==> config.mk <==
export PLATFORM = sky130hd
export DESIGN_NAME = adapter_irq_ctl
export DESIGN_NICKNAME = d
export VERILOG_FILES = /design/src/rtl/adapter_irq_pkg.sv /design/src/rtl/adapter_flag_bank.sv /design/src/rtl/adapter_irq_merge.sv /design/src/rtl/adapter_read_mux.sv /design/src/rtl/adapter_irq_ctl.sv
export SDC_FILE = /design/constraint.sdc
export NUM_CORES = 1
export LEC_CHECK = 0
export BUFFER_PORTS_ARGS = -buffer_cell sky130_fd_sc_hd__buf_2
export CORE_MARGIN = 3
export CORE_UTILIZATION = 45
export DETAILED_ROUTE_END_ITERATION = 10
export MAX_ROUTING_LAYER = met4
export PLACE_DENSITY = 0.8
export SLEW_MARGIN = 30
export SYNTH_ARGS = -nofsm -noshare
export SYNTH_HDL_FRONTEND = slang
export SYNTH_SLANG_ARGS = --single-unit
==> constraint.sdc <==
create_clock -name clk -period 1.6 [get_ports clk]
set_input_delay 0.16 -clock clk [delete_from_list [all_inputs] [get_ports clk]]
set_output_delay 0.16 -clock clk [all_outputs]
set_load 0.1 [all_outputs]
==> src/rtl/adapter_irq_pkg.sv <==
package adapter_irq_pkg;
    parameter int REG_W   = 8;
    parameter int ADDR_W  = 2;
    parameter int SEL_W   = 3;
    parameter int CABLE_N = 7;
    parameter int ERR_N   = 4;

    localparam logic [ADDR_W-1:0] OFF_CMD  = 2'd0;
    localparam logic [ADDR_W-1:0] OFF_ICTL = 2'd1;
    localparam logic [ADDR_W-1:0] OFF_STAT = 2'd2;
    localparam logic [ADDR_W-1:0] OFF_CINT = 2'd3;

    localparam int CMD_CLR_ERR = 7;
    localparam int CMD_CLR_DB  = 6;
    localparam int CMD_DB_OUT  = 5;
    localparam int ICTL_PEND   = 7;
    localparam int ICTL_NEN    = 6;
    localparam int ICTL_EEN    = 5;
    localparam int STAT_PAR    = 7;
    localparam int STAT_BUS    = 6;
    localparam int STAT_DB     = 5;
    localparam int STAT_TMO    = 2;
    localparam int STAT_LRC    = 1;
    localparam int STAT_NOC    = 0;

    typedef struct packed {
        logic               nen;
        logic               een;
        logic [SEL_W-1:0]   sel;
        logic               db_out;
        logic               nocon;
        logic [CABLE_N-1:0] cable;
    } ctl_state_t;
endpackage

==> src/rtl/adapter_flag_bank.sv <==
module adapter_flag_bank #(
    parameter int N = 4
) (
    input  logic         clk,
    input  logic         rst_n,
    input  logic [N-1:0] set_i,
    input  logic         clr_i,
    output logic [N-1:0] flags_o
);
    logic [N-1:0] flags_d;
    logic [N-1:0] flags_q;

    for (genvar i = 0; i < N; i++) begin : g_flag
        always_comb begin
            flags_d[i] = set_i[i] | (flags_q[i] & ~clr_i);
        end
    end

    always_ff @(posedge clk) begin
        if (!rst_n) flags_q <= '0;
        else        flags_q <= flags_d;
    end

    assign flags_o = flags_q;
endmodule

==> src/rtl/adapter_irq_merge.sv <==
module adapter_irq_merge #(
    parameter int CABLE_N = 7,
    parameter int ERR_N   = 4
) (
    input  logic               nen,
    input  logic               een,
    input  logic               db_rx,
    input  logic [CABLE_N-1:0] cable,
    input  logic [ERR_N-1:0]   errs,
    input  logic               nocon,
    output logic               irq
);
    logic normal_src;
    logic error_src;

    always_comb begin
        normal_src = db_rx | (|cable);
        error_src  = (|errs) | nocon;
        irq        = (nen & normal_src) | (een & error_src);
    end
endmodule

==> src/rtl/adapter_read_mux.sv <==
module adapter_read_mux
    import adapter_irq_pkg::*;
(
    input  logic [ADDR_W-1:0] addr,
    input  ctl_state_t        st,
    input  logic [ERR_N-1:0]  errs,
    input  logic              db_rx,
    input  logic              irq,
    output logic [REG_W-1:0]  rdata
);
    always_comb begin
        rdata = '0;
        unique case (addr)
            OFF_CMD: begin
                rdata[CMD_DB_OUT] = st.db_out;
            end
            OFF_ICTL: begin
                rdata[ICTL_PEND]   = irq;
                rdata[ICTL_NEN]    = st.nen;
                rdata[ICTL_EEN]    = st.een;
                rdata[SEL_W-1:0]   = st.sel;
            end
            OFF_STAT: begin
                rdata[STAT_PAR] = errs[3];
                rdata[STAT_BUS] = errs[2];
                rdata[STAT_DB]  = db_rx;
                rdata[STAT_TMO] = errs[1];
                rdata[STAT_LRC] = errs[0];
                rdata[STAT_NOC] = st.nocon;
            end
            default: begin
                rdata[REG_W-1:1] = st.cable;
            end
        endcase
    end
endmodule

==> src/rtl/adapter_irq_ctl.sv <==
module adapter_irq_ctl
    import adapter_irq_pkg::*;
(
    input  logic               clk,
    input  logic               rst_n,
    input  logic [ADDR_W-1:0]  reg_addr,
    input  logic               reg_wr,
    input  logic [REG_W-1:0]   reg_wdata,
    output logic [REG_W-1:0]   reg_rdata,
    input  logic [ERR_N-1:0]   err_pulse,
    input  logic               db_rx_pulse,
    input  logic               link_down,
    input  logic [CABLE_N-1:0] cable_lines,
    output logic               host_irq,
    output logic               doorbell_out,
    output logic [SEL_W-1:0]   cable_sel
);
    ctl_state_t       st_d;
    ctl_state_t       st_q;
    logic             wr_cmd;
    logic             wr_ictl;
    logic             clr_err;
    logic             clr_db;
    logic [ERR_N-1:0] err_flags;
    logic [0:0]       db_rx_q;
    logic             irq;

    always_comb begin
        wr_cmd  = reg_wr && (reg_addr == OFF_CMD);
        wr_ictl = reg_wr && (reg_addr == OFF_ICTL);
        clr_err = wr_cmd && reg_wdata[CMD_CLR_ERR];
        clr_db  = wr_cmd && reg_wdata[CMD_CLR_DB];

        st_d       = st_q;
        st_d.nocon = link_down;
        st_d.cable = cable_lines;
        if (wr_cmd) begin
            st_d.db_out = reg_wdata[CMD_DB_OUT];
        end
        if (wr_ictl) begin
            st_d.nen = reg_wdata[ICTL_NEN];
            st_d.een = reg_wdata[ICTL_EEN];
            st_d.sel = reg_wdata[SEL_W-1:0];
        end
    end

    always_ff @(posedge clk) begin
        if (!rst_n) st_q <= '0;
        else        st_q <= st_d;
    end

    adapter_flag_bank #(.N(ERR_N)) u_err_flags (
        .clk     (clk),
        .rst_n   (rst_n),
        .set_i   (err_pulse),
        .clr_i   (clr_err),
        .flags_o (err_flags)
    );

    adapter_flag_bank #(.N(1)) u_db_flag (
        .clk     (clk),
        .rst_n   (rst_n),
        .set_i   (db_rx_pulse),
        .clr_i   (clr_db),
        .flags_o (db_rx_q)
    );

    adapter_irq_merge #(.CABLE_N(CABLE_N), .ERR_N(ERR_N)) u_merge (
        .nen   (st_q.nen),
        .een   (st_q.een),
        .db_rx (db_rx_q[0]),
        .cable (st_q.cable),
        .errs  (err_flags),
        .nocon (st_q.nocon),
        .irq   (irq)
    );

    adapter_read_mux u_rmux (
        .addr  (reg_addr),
        .st    (st_q),
        .errs  (err_flags),
        .db_rx (db_rx_q[0]),
        .irq   (irq),
        .rdata (reg_rdata)
    );

    assign host_irq     = irq;
    assign doorbell_out = st_q.db_out;
    assign cable_sel    = st_q.sel;
endmodule

### Word-level counts from Yosys, hierarchy flattened

Index checks and enable logic that the tools add are counted.

* bits in registers: 19
* bits of input ports: 26
* word-level logic and storage cells: 40

* equal/unequal tests: 2
* multiplexer cells: 5
* bitwise logic cells: 17
* reduce and logical (&&, ||, !) cells: 8

Operators by type and width (number)
* 2-bit one-hot mux with 3 select lines: 2
* 1-bit OR: 8
* 1-bit AND: 7
* 7-bit OR reduction: 1
* 1-bit logical AND: 4
* 4-bit OR reduction: 1
* 1-bit one-hot mux with 3 select lines: 1
* 3-bit OR reduction: 1
* 2-bit by 1-bit == test with 1-bit output, second input constant: 1
* 2-bit == test, second input constant: 1
* 2-bit zero test: 1
* 2-bit 2-to-1 mux: 1
* 1-bit NOT: 2
* 1-bit one-hot mux with 2 select lines: 1

### Depth between registers and ports, before layout

* depth in word-level cells: 6
* depth in mapped cells: 5
* gate-level depth less buffers: 5

### Modules after synthesis

A second synthesis with hierarchy kept.

* cells, all modules: 96
* area total of the unflattened synthesis: 897.1 um2

Modules (own cells, without submodules)
* adapter_irq_ctl: times used 1, cells each 49, area each 506.7 um2
* adapter_read_mux: times used 1, cells each 26, area each 177.7 um2
* adapter_flag_bank (u_err_flags): times used 1, cells each 12, area each 135.1 um2
* adapter_flag_bank (u_db_flag): times used 1, cells each 3, area each 41.3 um2
* adapter_irq_merge: times used 1, cells each 6, area each 36.3 um2

### Worst setup path before layout

No wires, ideal clock.

* path kind: input to output
* from: input port reg_addr[1]
* to: output port reg_rdata[1]
* arrival time: 2.862 ns
* slack: -1.422 ns
* stages: 5
* path buffers: 1
* cells stage by stage: inv_1 > ha_1 > clkbuf_1 > a22oi_1 > o21ai_0

* longest elaborated chain between the ends: 2
* elaborated cells on any way between the ends: 4
* those cells by class: 2 x eq/ne; 1 x mux; 1 x reduce/logical

RTL lines
* start: declaration: RTL line adapter_irq_ctl.sv:6 `input logic [ADDR_W-1:0] reg_addr,`
* 2-bit == test, or another cell as far along: RTL line adapter_read_mux.sv:13 `unique case (addr)`
* 2-bit one-hot mux with 3 select lines (*): RTL line adapter_read_mux.sv:13
* end: declaration: RTL line adapter_irq_ctl.sv:9 `output logic [REG_W-1:0] reg_rdata,`

Mark *: on every way between the ends. The rest lies on a longest branch, timed or not.

### Worst setup path in the final report

* from: register u_db_flag.flags_q (netlist: u_db_flag.flags_o)
* to: output port reg_rdata[7]

* longest elaborated chain between the ends: 4

RTL lines
* start: declaration: RTL line adapter_flag_bank.sv:11 `logic [N-1:0] flags_q;`
* start signal: assignment: RTL line adapter_flag_bank.sv:21 `else flags_q <= flags_d;`
* 1-bit OR: RTL line adapter_irq_merge.sv:17 `normal_src = db_rx | (|cable);`
* 1-bit AND: RTL line adapter_irq_merge.sv:19 `irq = (nen & normal_src) | (een & error_src);`
* 1-bit OR: RTL line adapter_irq_merge.sv:19
* 2-bit one-hot mux with 3 select lines: RTL line adapter_read_mux.sv:13

Every way passes these cells.

==> summary.md <==
| Metric | Value |
|---|---|
| CP Cell Sequence | or4_4 -> o21ai_4 -> nand2_4 -> a221o_4 -> buf_12 |
| Row count | 15 |
| Arr. time, crit path | 1.98 ns |
| Initial Utilization | 48.91% |
| Die area | 2502 sq um |
| Die W | 50.02 um |
| Warnings from Yosys | 0 |
| Clk Latency, worst-skew pair | 0.30 ns |
| Main synth FF type | dfxtp_1 |
| Die height | 50.02 um |
| Synth top area cells | dfxtp_1 (44%), and2_1 (7.2%), ha_1 (7.2%), nand2_1 (5.6%), a21boi_0 (5.2%) |
| Hold Vio Cnt, Final | 0 |
| Pleak | 0.6248 nW |
| Syn Nets | 130 |
| Hpwl dp | 1.821 mm |
| CTS H-tree depth | 1 |
| Gr usage total | 21.23% |
| Worst-path fanout max | 2 |
| Crit path largest cell delay | 0.55 ns |
| Fin crit share | 133.6% |
| # nets final | 179 |
| Mapped cell area | 872.1 sq um |
| Relative slew margins | 67.46% |
| DRC | 0 |
| Netlist cell types | 20 |
| Share of the synthesized area in the top cell type | 43.62% |
| Yosys reg bits | 19 |
| WS Path Type | flop to output pin |
| Worst path top cell family by delay | simple AND/OR/NAND/NOR gates |
| CP max-delay cell | or4_4 |
| Max Clk Rate | 0.4678 GHz |
| CTS buffer count | 3 |
| Synth Area per Inst | 8.809 sq um |
| Final WL | 2.329 mm |
| Max Cap Viol | 0 |
| Sink Count | 19 |
| CTS tree | built |
| Critical Path Start Type | flop |
| Cell count after synthesis | 99 |
| Failing checks | setup timing |
| Slew Limit Fails | 0 |
| Overflow after GRT | 0 |
| Async S/R FF share, synth | 0% |
| Post-DRT Antenna Nets | 0 |
| Filler cells | 126 |
| Routed len/inst | 13.54 um |
| Antenna Cells | 0 |
| Number of synthesized flops with an enable pin | 0 |
| Power per cell area | 780.8 nW/um^2 |
| Place WS | -0.3214 ns |
| Largest net degree at the start of global routing | 20 |
| Area leader, netlist | dfxtp_1 |
| Port Buffer Count | 36 |
| Tmin final | 2.138 ns |
| Number of global-route vias before repair | 861 |
| Worst-path clk slew | 0.11 ns |
| Sequential cell area | 389.1 sq um |
| Final GP Congestion | 0.7862 |
| Final worst slack | -0.5378 ns |
| Status | finished with violations |
| Clock Path Buffers | 2 |
| Critical Path End Type | output pin |
| Clock root cell | clkbuf_4 |
| Ports | 39 |
| Unrepaired setup endpoints after global routing | true |
| Routed vias/inst | 4.913 |
| P&R area growth vs syn | 60.69% |
| Multi-input gate area | 538.0 sq um |
| Most frequent cells after synthesis | dfxtp_1 (19), nand2_1 (13), and2_1 (10), nand3_1 (8), nor2b_1 (7) |
| First-pass DRT Iterations | 4 |
| Worst EP required | 1.44 ns |
| Layout cells sized above 1 | 48.30% |
| Buf/Inv on CP | 1 |
| First-pass GRT wire length | 3.891 mm |
| Antenna violations before repair | 0 |
| Worst Tran Pin Value | 0.4915 ns |
| CTS Hold Bufs | 0 |
| Setup tns final | -1.102 ns |
| Worst IR Drop VDD | 0.6914 mV |
| Iteration-0 DRC Markers | 18 |
| Tot Pwr | 1.094 mW |
| Post-synthesis sequential area ratio | 43.62% |
| Skew final | 0 ns |
| Count of final setup violators | 3 |
| Area of the core | 1783 sq um |
| Count leader, synth | dfxtp_1 |
| Vias | 845 |
| Worst hold path type | primary input to flop |
[placed cells by master, fill, tap and decap left out]
cell	synthesis	routed
nand2_4	0	1
nor2b_1	7	6
inv_1	3	3
ha_1	5	5
clkbuf_4	0	3
a222oi_1	1	1
nor2_1	1	1
dfxtp_4	0	1
a21boi_0	6	6
dfxtp_2	0	4
nand2_1	13	12
buf_12	0	7
buf_2	0	29
or4_4	0	3
clkbuf_1	4	1
a22oi_1	4	4
nor2b_4	0	1
and2_1	10	10
dfxtp_1	19	14
nand3_1	8	8
a21oi_1	5	5
o21ai_2	1	1
buf_4	3	13
o21ai_4	0	4
a221o_4	0	1
mux2i_4	0	1
buf_6	0	2
[final cells by class]
class / instances / area share (%)
Inverter: 3 / 0.8036
Multi-Input combinational cell: 70 / 38.39
Timing Repair Buffer: 51 / 28.93
Clock buffer: 4 / 1.875
Tap cell: 25 / 2.232
Sequential cell: 19 / 27.77
[logic make-up (layout without fill, tap and decap cells)]
kind of cell	count (synthesis)	count (layout)	synth area share, %
AND/OR/NAND/NOR	42	42	25.39
AO/OA/AOI/OAI	22	22	17.07
flip-flops	19	19	43.61
buffers and inverters	10	58	5.595
adder cells (fa/ha/maj)	5	5	7.174
multiplexers	1	1	1.148
[sequential cells by signal, indices dropped and copies added (netlist names)]
signal and flops:
u_db_flag.flags_o 1, st_q 10, cable_sel 3, doorbell_out 1, u_err_flags.flags_o 4
[stage by stage]
stage / area, sq um / std cells / util [%] / hold slack, ns
floorplan: 947.2 / 99 / - / 0.2817
global placement: 1276 / 164 / 71.58 / 0.3673
detailed placement: 1276 / 164 / 71.58 / 0.3690
CTS: 1373 / 171 / 76.98 / 0.06474
global route: 1401 / 172 / 78.60 / 0.05524
finish: 1401 / 172 / 78.60 / 0.06521
[power breakdown]
group	internal [mW]	switching, mW
registers	0.498	0.0190
clock network	0.0970	0.146
logic	0.138	0.196
total	0.734	0.361
[what timing repair did]
| action | in CTS | in global routing |
|---|---|---|
| setup buffers | 3 | 2 |
| endpoints found under the setup margin | 3 | 3 |
| pin swaps | 1 | 3 |
| gates resized for setup | 13 | 7 |
[per-layer routing]
layer  global-route usage (%)  up-vias  wire length, um
li1                         -      432                -
met1                    22.51      393             1006
met2                    39.13       18             1221
met3                    4.532        2               87
met4                    5.530        0               14
met5                        -        -                0
[path summary, 6_finish.rpt]
check	depth (start not counted)	to	from	slack, ns
max	5	reg_rdata[7]	u_db_flag.flags_o	-0.54
min	2	st_q[5]	cable_lines[5]	0.07
min reg2reg	2	cable_sel[1]	cable_sel[1]	0.50
max reg2reg	3	u_db_flag.flags_o	u_db_flag.flags_o	0.84
Power figures use the tool's default switching activity.
